### src/rtl/txring_pkg.sv
package txring_pkg;
    localparam int REG_W   = 32;
    localparam int EN_BIT  = 0;
    localparam int DN_BIT  = 1;
    localparam int CB_LSB  = 2;

    localparam logic [1:0] FLD_STAT = 2'd0;
    localparam logic [1:0] FLD_LEN  = 2'd1;
    localparam logic [1:0] FLD_CTRL = 2'd2;

    typedef enum logic [1:0] {
        ST_IDLE,
        ST_FETCH,
        ST_SEND,
        ST_WAIT
    } eng_state_e;
endpackage

### src/rtl/txring_regs.sv
module txring_regs
    import txring_pkg::*;
#(
    parameter int N_ENT   = 4,
    parameter int LEN_W   = 11,
    parameter int ADDR_W  = 32,
    parameter int ALIGN_W = 5,
    localparam int IDX_W  = $clog2(N_ENT),
    localparam int BASE_W = ADDR_W - ALIGN_W
) (
    input  logic                      clk,
    input  logic                      rst_n,
    input  logic                      wr_en,
    input  logic [IDX_W+1:0]          wr_addr,
    input  logic [REG_W-1:0]          wr_data,
    input  logic [IDX_W+1:0]          rd_addr,
    output logic [REG_W-1:0]          rd_data,
    input  logic [IDX_W-1:0]          cb,
    input  logic                      cmpl_valid,
    input  logic [IDX_W-1:0]          cmpl_idx,
    input  logic                      cmpl_abort,
    output logic [N_ENT-1:0]          en_vec,
    output logic [N_ENT-1:0]          dn_vec,
    output logic [N_ENT*LEN_W-1:0]    len_arr,
    output logic [N_ENT*BASE_W-1:0]   base_arr
);
    typedef struct packed {
        logic              en;
        logic              dn;
        logic              abort;
        logic [LEN_W-1:0]  len;
        logic [BASE_W-1:0] base;
    } ent_t;

    ent_t [N_ENT-1:0] ent_d, ent_q;

    logic unused_wdata;
    assign unused_wdata = ^wr_data;

    always_comb begin
        ent_d = ent_q;
        for (int i = 0; i < N_ENT; i++) begin
            if (wr_en && wr_addr[IDX_W+1:2] == IDX_W'(i)) begin
                case (wr_addr[1:0])
                    FLD_STAT: ent_d[i].abort = wr_data[0];
                    FLD_LEN:  ent_d[i].len   = wr_data[LEN_W-1:0];
                    FLD_CTRL: begin
                        ent_d[i].base = wr_data[ADDR_W-1:ALIGN_W];
                        ent_d[i].en   = wr_data[EN_BIT];
                        ent_d[i].dn   = ent_q[i].dn & wr_data[DN_BIT];
                    end
                    default: ;
                endcase
            end
            if (cmpl_valid && cmpl_idx == IDX_W'(i)) begin
                ent_d[i].en    = 1'b0;
                ent_d[i].dn    = 1'b1;
                ent_d[i].abort = cmpl_abort;
            end
        end
    end

    always_ff @(posedge clk) begin
        if (!rst_n) begin
            ent_q <= '0;
        end else begin
            ent_q <= ent_d;
        end
    end

    for (genvar g = 0; g < N_ENT; g++) begin : g_out
        assign en_vec[g]                     = ent_q[g].en;
        assign dn_vec[g]                     = ent_q[g].dn;
        assign len_arr[g*LEN_W +: LEN_W]     = ent_q[g].len;
        assign base_arr[g*BASE_W +: BASE_W]  = ent_q[g].base;
    end

    always_comb begin
        rd_data = '0;
        case (rd_addr[1:0])
            FLD_STAT: rd_data[0] = ent_q[rd_addr[IDX_W+1:2]].abort;
            FLD_LEN:  rd_data[LEN_W-1:0] = ent_q[rd_addr[IDX_W+1:2]].len;
            FLD_CTRL: begin
                rd_data[ADDR_W-1:ALIGN_W] = ent_q[rd_addr[IDX_W+1:2]].base;
                rd_data[EN_BIT]           = ent_q[rd_addr[IDX_W+1:2]].en;
                rd_data[DN_BIT]           = ent_q[rd_addr[IDX_W+1:2]].dn;
                rd_data[CB_LSB +: IDX_W]  = cb;
            end
            default: ;
        endcase
    end

    // a completion leaves the entry done with its enable dropped
    p_cmpl_marks_done_r5: assert property (@(posedge clk) disable iff (!rst_n)
        cmpl_valid |=> (dn_vec[$past(cmpl_idx)] && !en_vec[$past(cmpl_idx)]));

    // a done flag only rises through a completion
    p_dn_rise_needs_cmpl_r7: assert property (@(posedge clk) disable iff (!rst_n)
        ($countones(dn_vec) > $countones($past(dn_vec))) |-> $past(cmpl_valid));
endmodule

### src/rtl/txring_engine.sv
module txring_engine
    import txring_pkg::*;
#(
    parameter int N_ENT   = 4,
    parameter int LEN_W   = 11,
    parameter int ADDR_W  = 32,
    parameter int ALIGN_W = 5,
    parameter int CB_INIT = 2,
    localparam int IDX_W  = $clog2(N_ENT),
    localparam int BASE_W = ADDR_W - ALIGN_W
) (
    input  logic                    clk,
    input  logic                    rst_n,
    input  logic [N_ENT-1:0]        en_vec,
    input  logic [N_ENT*LEN_W-1:0]  len_arr,
    input  logic [N_ENT*BASE_W-1:0] base_arr,
    output logic [IDX_W-1:0]        cb,
    output logic                    mem_rd_req,
    output logic [ADDR_W-1:0]       mem_rd_addr,
    input  logic                    mem_rd_ack,
    input  logic [7:0]              mem_rd_data,
    output logic                    tx_valid,
    output logic [7:0]              tx_data,
    output logic                    tx_last,
    input  logic                    tx_ready,
    input  logic                    mac_done,
    input  logic                    mac_abort,
    output logic                    cmpl_valid,
    output logic [IDX_W-1:0]        cmpl_idx,
    output logic                    cmpl_abort
);
    typedef struct packed {
        eng_state_e        st;
        logic [IDX_W-1:0]  cb;
        logic [ADDR_W-1:0] ptr;
        logic [LEN_W-1:0]  remain;
        logic [7:0]        data;
    } eng_t;

    eng_t eng_d, eng_q;

    logic              cur_en;
    logic [LEN_W-1:0]  cur_len;
    logic [BASE_W-1:0] cur_base;

    function automatic logic [IDX_W-1:0] ring_next(input logic [IDX_W-1:0] c);
        return (c == IDX_W'(N_ENT - 1)) ? '0 : c + 1'b1;
    endfunction

    assign cur_en   = en_vec[eng_q.cb];
    assign cur_len  = len_arr[int'(eng_q.cb)*LEN_W +: LEN_W];
    assign cur_base = base_arr[int'(eng_q.cb)*BASE_W +: BASE_W];

    always_comb begin
        eng_d      = eng_q;
        cmpl_valid = 1'b0;
        cmpl_abort = 1'b0;
        case (eng_q.st)
            ST_IDLE: begin
                if (cur_en) begin
                    if (cur_len == '0) begin
                        cmpl_valid = 1'b1;
                        cmpl_abort = 1'b1;
                        eng_d.cb   = ring_next(eng_q.cb);
                    end else begin
                        eng_d.st     = ST_FETCH;
                        eng_d.ptr    = {cur_base, {ALIGN_W{1'b0}}};
                        eng_d.remain = cur_len;
                    end
                end
            end
            ST_FETCH: begin
                if (mem_rd_ack) begin
                    eng_d.data = mem_rd_data;
                    eng_d.st   = ST_SEND;
                end
            end
            ST_SEND: begin
                if (tx_ready) begin
                    eng_d.ptr    = eng_q.ptr + 1'b1;
                    eng_d.remain = eng_q.remain - 1'b1;
                    eng_d.st     = (eng_q.remain == LEN_W'(1)) ? ST_WAIT : ST_FETCH;
                end
            end
            ST_WAIT: begin
                if (mac_done) begin
                    cmpl_valid = 1'b1;
                    cmpl_abort = mac_abort;
                    eng_d.cb   = ring_next(eng_q.cb);
                    eng_d.st   = ST_IDLE;
                end
            end
            default: eng_d.st = ST_IDLE;
        endcase
    end

    always_ff @(posedge clk) begin
        if (!rst_n) begin
            eng_q.st     <= ST_IDLE;
            eng_q.cb     <= IDX_W'(CB_INIT);
            eng_q.ptr    <= '0;
            eng_q.remain <= '0;
            eng_q.data   <= '0;
        end else begin
            eng_q <= eng_d;
        end
    end

    assign cb          = eng_q.cb;
    assign cmpl_idx    = eng_q.cb;
    assign mem_rd_req  = (eng_q.st == ST_FETCH);
    assign mem_rd_addr = eng_q.ptr;
    assign tx_valid    = (eng_q.st == ST_SEND);
    assign tx_data     = eng_q.data;
    assign tx_last     = (eng_q.remain == LEN_W'(1));

    // a stalled byte is held until the MAC takes it
    p_stream_hold_r9: assert property (@(posedge clk) disable iff (!rst_n)
        (tx_valid && !tx_ready) |=> (tx_valid && $stable(tx_data) && $stable(tx_last)));

    // an outstanding read keeps its address
    p_req_hold_r9: assert property (@(posedge clk) disable iff (!rst_n)
        (mem_rd_req && !mem_rd_ack) |=> (mem_rd_req && $stable(mem_rd_addr)));

    // each completion moves the ring position by exactly one, with wrap
    p_cb_step_r2: assert property (@(posedge clk) disable iff (!rst_n)
        cmpl_valid |=> (cb == (($past(cb) == IDX_W'(N_ENT - 1)) ? '0 : $past(cb) + 1'b1)));

    // the ring position never moves without a completion
    p_cb_hold_r3: assert property (@(posedge clk) disable iff (!rst_n)
        !cmpl_valid |=> $stable(cb));
endmodule

### src/rtl/txring_irq.sv
module txring_irq #(
    parameter int N_ENT = 4
) (
    input  logic             clk,
    input  logic             rst_n,
    input  logic [N_ENT-1:0] dn_vec,
    output logic             irq,
    output logic             irq_pulse
);
    typedef struct packed {
        logic [N_ENT-1:0] dn_prev;
    } irq_t;

    irq_t irq_d, irq_q;

    always_comb begin
        irq_d.dn_prev = dn_vec;
    end

    always_ff @(posedge clk) begin
        if (!rst_n) begin
            irq_q <= '0;
        end else begin
            irq_q <= irq_d;
        end
    end

    assign irq       = |dn_vec;
    assign irq_pulse = |(dn_vec & ~irq_q.dn_prev);

    // the level output rising is always accompanied by the pulse
    p_rise_has_pulse_r8: assert property (@(posedge clk) disable iff (!rst_n)
        $rose(irq) |-> irq_pulse);

    // the pulse never appears with the level low
    p_pulse_in_level_r8: assert property (@(posedge clk) disable iff (!rst_n)
        irq_pulse |-> irq);
endmodule

### src/rtl/txring_dma.sv
module txring_dma
    import txring_pkg::*;
#(
    parameter int N_ENT   = 4,
    parameter int LEN_W   = 11,
    parameter int ADDR_W  = 32,
    parameter int ALIGN_W = 5,
    parameter int CB_INIT = 2,
    localparam int IDX_W  = $clog2(N_ENT),
    localparam int BASE_W = ADDR_W - ALIGN_W
) (
    input  logic                 clk,
    input  logic                 rst_n,
    input  logic                 reg_wr,
    input  logic [IDX_W+1:0]     reg_addr,
    input  logic [REG_W-1:0]     reg_wdata,
    output logic [REG_W-1:0]     reg_rdata,
    output logic                 mem_rd_req,
    output logic [ADDR_W-1:0]    mem_rd_addr,
    input  logic                 mem_rd_ack,
    input  logic [7:0]           mem_rd_data,
    output logic                 tx_valid,
    output logic [7:0]           tx_data,
    output logic                 tx_last,
    input  logic                 tx_ready,
    input  logic                 mac_done,
    input  logic                 mac_abort,
    output logic                 irq,
    output logic                 irq_pulse
);
    logic [N_ENT-1:0]        en_vec;
    logic [N_ENT-1:0]        dn_vec;
    logic [N_ENT*LEN_W-1:0]  len_arr;
    logic [N_ENT*BASE_W-1:0] base_arr;
    logic [IDX_W-1:0]        cb;
    logic                    cmpl_valid;
    logic [IDX_W-1:0]        cmpl_idx;
    logic                    cmpl_abort;

    txring_regs #(
        .N_ENT(N_ENT), .LEN_W(LEN_W), .ADDR_W(ADDR_W), .ALIGN_W(ALIGN_W)
    ) u_regs (
        .clk        (clk),
        .rst_n      (rst_n),
        .wr_en      (reg_wr),
        .wr_addr    (reg_addr),
        .wr_data    (reg_wdata),
        .rd_addr    (reg_addr),
        .rd_data    (reg_rdata),
        .cb         (cb),
        .cmpl_valid (cmpl_valid),
        .cmpl_idx   (cmpl_idx),
        .cmpl_abort (cmpl_abort),
        .en_vec     (en_vec),
        .dn_vec     (dn_vec),
        .len_arr    (len_arr),
        .base_arr   (base_arr)
    );

    txring_engine #(
        .N_ENT(N_ENT), .LEN_W(LEN_W), .ADDR_W(ADDR_W), .ALIGN_W(ALIGN_W),
        .CB_INIT(CB_INIT)
    ) u_engine (
        .clk         (clk),
        .rst_n       (rst_n),
        .en_vec      (en_vec),
        .len_arr     (len_arr),
        .base_arr    (base_arr),
        .cb          (cb),
        .mem_rd_req  (mem_rd_req),
        .mem_rd_addr (mem_rd_addr),
        .mem_rd_ack  (mem_rd_ack),
        .mem_rd_data (mem_rd_data),
        .tx_valid    (tx_valid),
        .tx_data     (tx_data),
        .tx_last     (tx_last),
        .tx_ready    (tx_ready),
        .mac_done    (mac_done),
        .mac_abort   (mac_abort),
        .cmpl_valid  (cmpl_valid),
        .cmpl_idx    (cmpl_idx),
        .cmpl_abort  (cmpl_abort)
    );

    txring_irq #(
        .N_ENT(N_ENT)
    ) u_irq (
        .clk       (clk),
        .rst_n     (rst_n),
        .dn_vec    (dn_vec),
        .irq       (irq),
        .irq_pulse (irq_pulse)
    );
endmodule

### config.mk
export PLATFORM = sky130hd
export DESIGN_NAME = txring_dma
export DESIGN_NICKNAME = d
export VERILOG_FILES = /design/src/rtl/txring_pkg.sv /design/src/rtl/txring_regs.sv /design/src/rtl/txring_engine.sv /design/src/rtl/txring_irq.sv /design/src/rtl/txring_dma.sv
export SDC_FILE = /design/constraint.sdc
export NUM_CORES = 1
export LEC_CHECK = 0
export BUFFER_PORTS_ARGS = -buffer_cell sky130_fd_sc_hd__buf_2
export CORE_ASPECT_RATIO = 0.8
export CORE_UTILIZATION = 50
export DETAILED_ROUTE_END_ITERATION = 12
export PLACE_DENSITY = 0.7
export SLEW_MARGIN = 0
export SYNTH_ARGS = -nofsm -noshare
export SYNTH_HDL_FRONTEND = slang
export SYNTH_SLANG_ARGS = --single-unit
### constraint.sdc
create_clock -name clk -period 4.1 [get_ports clk]
set_input_delay 0.82 -clock clk [delete_from_list [all_inputs] [get_ports clk]]
set_output_delay 0.82 -clock clk [all_outputs]
set_load 0.05 [all_outputs]
==> insert_results.sql <==
INSERT INTO impl_metrics (metric_group, metric, value, unit) VALUES
('cells_and_area', 'multi_input_gate_area_in_the_final_layout', '0.00678', 'mm²'),
('synth', 'synthesis.instances', '1432', ''),
('worst_setup_path', 'worst-path-max-fanout', '31', ''),
('die', 'chipWidth', '176', 'µm'),
('clocking', 'resized_cells_post_cts', '0', ''),
('die', 'die_h', '141', 'µm'),
('worst_setup_path', 'critPathLaunch', 'reg_addr[3]', ''),
('sta', 'max_freq', '0.281', 'GHz'),
('synth', 'cell_types_with_the_largest_area_share_after_synthesis', 'sky130_fd_sc_hd__dfxtp_1 37%, sky130_fd_sc_hd__mux4_2 15%, sky130_fd_sc_hd__nand2_1 12%, sky130_fd_sc_hd__a21oi_1 7.7%, sky130_fd_sc_hd__clkbuf_1 2.7%', ''),
('clocking', 'post-cts-setup-buffers', '0', ''),
('worst_setup_path', 'crit_top_cell', 'sky130_fd_sc_hd__buf_2', ''),
('synth', 'synth_async_sr_flop_share', '0', '%'),
('cells_and_area', 'design.final.nets', '1530', ''),
('global_route', 'grt_pass1_wl', '56300', 'µm'),
('power', 'max-vdd-ir-drop', '268', 'µV'),
('synth', 'synthAdderAreaFrac', '1.66', '%'),
('synth', 'dominant_combinational_cell_family_by_area_after_synthesis', 'simple AND/OR/NAND/NOR gates', ''),
('synth', 'per_instance_average_area_after_synthesis', '8.43', 'µm²'),
('run', 'max-cap-violations', '0', ''),
('cells_and_area', 'antenna-diode-count', '0', ''),
('die', 'start_util', '51.3', '%'),
('die', 'core_area', '0.0235', 'mm²'),
('cells_and_area', 'ratio_of_cells_with_drive_above_1_in_the_final_layout', '20.6', '%'),
('sta', 'postLayoutSetupSlackWorst', '0.542', 'ns'),
('detailed_routing', 'dr_total_vias', '11010', ''),
('die', 'design.die.area', '0.0248', 'mm²'),
('global_route', 'antenna_found_initial', '1', ''),
('worst_setup_path', 'worstPathCellList', 'buf_2 > buf_4 > mux4_2 > a22oi_1 > a21oi_1 > buf_2', ''),
('sta', 'finalSetupViolCount', '0', ''),
('synth', 'post_synth_xor_area_fraction', '0.145', '%'),
('worst_setup_path', 'worstPathBufferInverterCount', '3', ''),
('worst_setup_path', 'crit_path_start_kind', 'input port', ''),
('sta', 'grt_setup_unrepaired', 'no', ''),
('detailed_routing', 'wire_per_inst', '19.9', 'µm'),
('synth', 'synthFlopType', 'sky130_fd_sc_hd__dfxtp_1', ''),
('synth', 'synth.ff_latch_count', '223', ''),
('synth', 'synth-simple-area-share', '22.1', '%'),
('global_route', 'largest_net_degree_at_the_start_of_global_routing', '74', ''),
('clocking', 'cts_num_sinks', '223', ''),
('die', 'design.portCount', '128', ''),
('clocking', 'clock_insertion_delay_worst_skew', '0.53', 'ns'),
('cells_and_area', 'synthToLayoutAreaGrowth', '11.1', '%'),
('cells_and_area', 'mostFrequentLayoutCell', 'sky130_fd_sc_hd__nand2_1', ''),
('synth', 'synth.mux.area_fraction', '15.8', '%'),
('cells_and_area', 'layout.cells.most_common_list', '386 x sky130_fd_sc_hd__nand2_1, 221 x sky130_fd_sc_hd__dfxtp_1, 187 x sky130_fd_sc_hd__a21oi_1, 127 x sky130_fd_sc_hd__buf_2, 80 x sky130_fd_sc_hd__mux4_2', ''),
('synth', 'fraction_of_the_yosys_area_taken_by_sequential_cells', '37.0', '%'),
('clocking', 'cts-htree-levels', '1', ''),
('detailed_routing', 'drt_iter0_drc', '1281', ''),
('detailed_routing', 'drt_pass1_iterations', '7', ''),
('worst_setup_path', 'r2r_start', 'u_engine.cb[0]$_SDFFE_PN0P_', ''),
('power', 'power_leakage', '4.74', 'nW'),
('sta', 'post-route-period-util', '86.8', '%'),
('worst_setup_path', 'critical_path_arrival', '2.74', 'ns'),
('die', 'placementRows', '50', ''),
('clocking', 'cts_hold_buffers', '0', ''),
('clocking', 'cts.reportedPaths.clkPinSlew', '0.06', 'ns'),
('placement', 'placement.setup.worst_slack', '0.537', 'ns'),
('status', 'outcome', 'finished clean', ''),
('detailed_routing', 'drtAntennaViolNets', '0', ''),
('power', 'cellPowerDensity', '346', 'mW/mm²'),
('detailed_routing', 'viasPerCell', '6.14', ''),
('placement', 'hpwl_after_dpl', '23600', 'µm'),
('sta', 'timing_hold_violations_final', '0', ''),
('synth', 'netlist-cell-type-count', '60', ''),
('global_route', 'global_route_total_overflow', '0', ''),
('hold_path', 'hold_path_class', 'reg -> reg', ''),
('worst_setup_path', 'worstPathRequired', '3.28', 'ns'),
('worst_setup_path', 'cp-end-kind', 'output pin', ''),
('sta', 'maxSlewViolCount', '0', ''),
('global_route', 'first_global_vias', '10101', ''),
('worst_setup_path', 'critPathKind', 'in -> out', '');
==> power breakdown <==
part	switching, mW	internal, mW
clock network	0.904	1.24
registers	0.0186	2.19
logic	0.198	0.101
total	1.12	3.53
==> worst register-to-register path: stages, from the launching register on <==
cell                      delay (ns)
sky130_fd_sc_hd__dfxtp_2        0.47
sky130_fd_sc_hd__buf_4          0.30
sky130_fd_sc_hd__mux4_2         0.62
sky130_fd_sc_hd__nor4_1         0.58
sky130_fd_sc_hd__a31oi_2        0.55
sky130_fd_sc_hd__buf_4          0.34
sky130_fd_sc_hd__a31o_2         0.23
==> path summary, 6_finish.rpt <==
| kind | to | slack (ns) | depth (start not counted) |
|---|---|---|---|
| setup / recovery | reg_rdata[0] | 0.54 | 6 |
| hold / removal | u_engine.tx_data[7]$_SDFFE_PN0P_ | 0.45 | 2 |
| setup reg to reg | u_engine.mem_rd_addr[27]$_SDFFE_PN0P_ | 0.91 | 6 |
| hold reg to reg | u_engine.tx_data[7]$_SDFFE_PN0P_ | 0.45 | 2 |
==> layer usage <==
layer	part of all wire [%]	global-route usage, %	up-vias	wire length, µm
met4	1.9	6.73	2	694
met3	10	5.39	58	3720
met2	44	42.8	498	15600
li1	-	-	5126	-
met5	0.036	0	-	13
met1	44	42.5	5326	15700
==> cell families (layout without fill, tap and decap cells) <==
kind of cell / count (synthesis) / in the layout
AND/OR/NAND/NOR: 595 / 595
AO/OA/AOI/OAI: 328 / 328
flip-flops: 223 / 223
buffers and inverters: 178 / 227
multiplexers: 90 / 90
adder cells (fa/ha/maj): 16 / 16
XOR/XNOR: 2 / 2
==> synth_stat cells, drive strengths merged (4+ instances only) <==
library cell	number
nand3	33
and3	9
nor2	38
ha	16
o31ai	9
nand2	386
and2	29
a31oi	11
o41ai	8
nor3	15
nand4	20
o221a	5
or4	10
o31a	6
mux2	4
a21oi	187
and4	6
nand2b	5
dfxtp	223
o22ai	4
mux2i	6
or3	9
a211oi	5
o211ai	6
inv	22
a22oi	12
nor2b	15
mux4	80
clkbuf	93
o21ai	44
o32ai	4
nor4	11
buf	63
a31o	8
==> layout make-up <==
| cell class | instances | share of cell area (%) |
|---|---|---|
| Clock buffer | 36 | 5.19 |
| Clock inverter | 8 | 0.588 |
| Inverter | 22 | 0.653 |
| Multi-Input combinational cell | 1031 | 50.5 |
| Sequential cell | 223 | 33.3 |
| Tap cell | 312 | 2.91 |
| Timing Repair Buffer | 161 | 6.83 |
==> state kept, by name (all words and copies together) (netlist names) <==
signal                flops
u_engine.cb               2
u_engine.eng_q           13
u_engine.mem_rd_addr     32
u_engine.tx_data          8
u_irq.irq_q               4
u_regs.base_arr         108
u_regs.dn_vec             4
u_regs.en_vec             4
u_regs.ent_q              4
u_regs.len_arr           44
==> per-stage QoR <==
stage,std cells,area [µm²]
final,1793,13400
after global routing,1793,13400
after CTS,1793,13400
after detailed placement,1749,12600
after global placement,1749,12600
after floorplan,1432,12100
(Power assumes the default switching activity.)
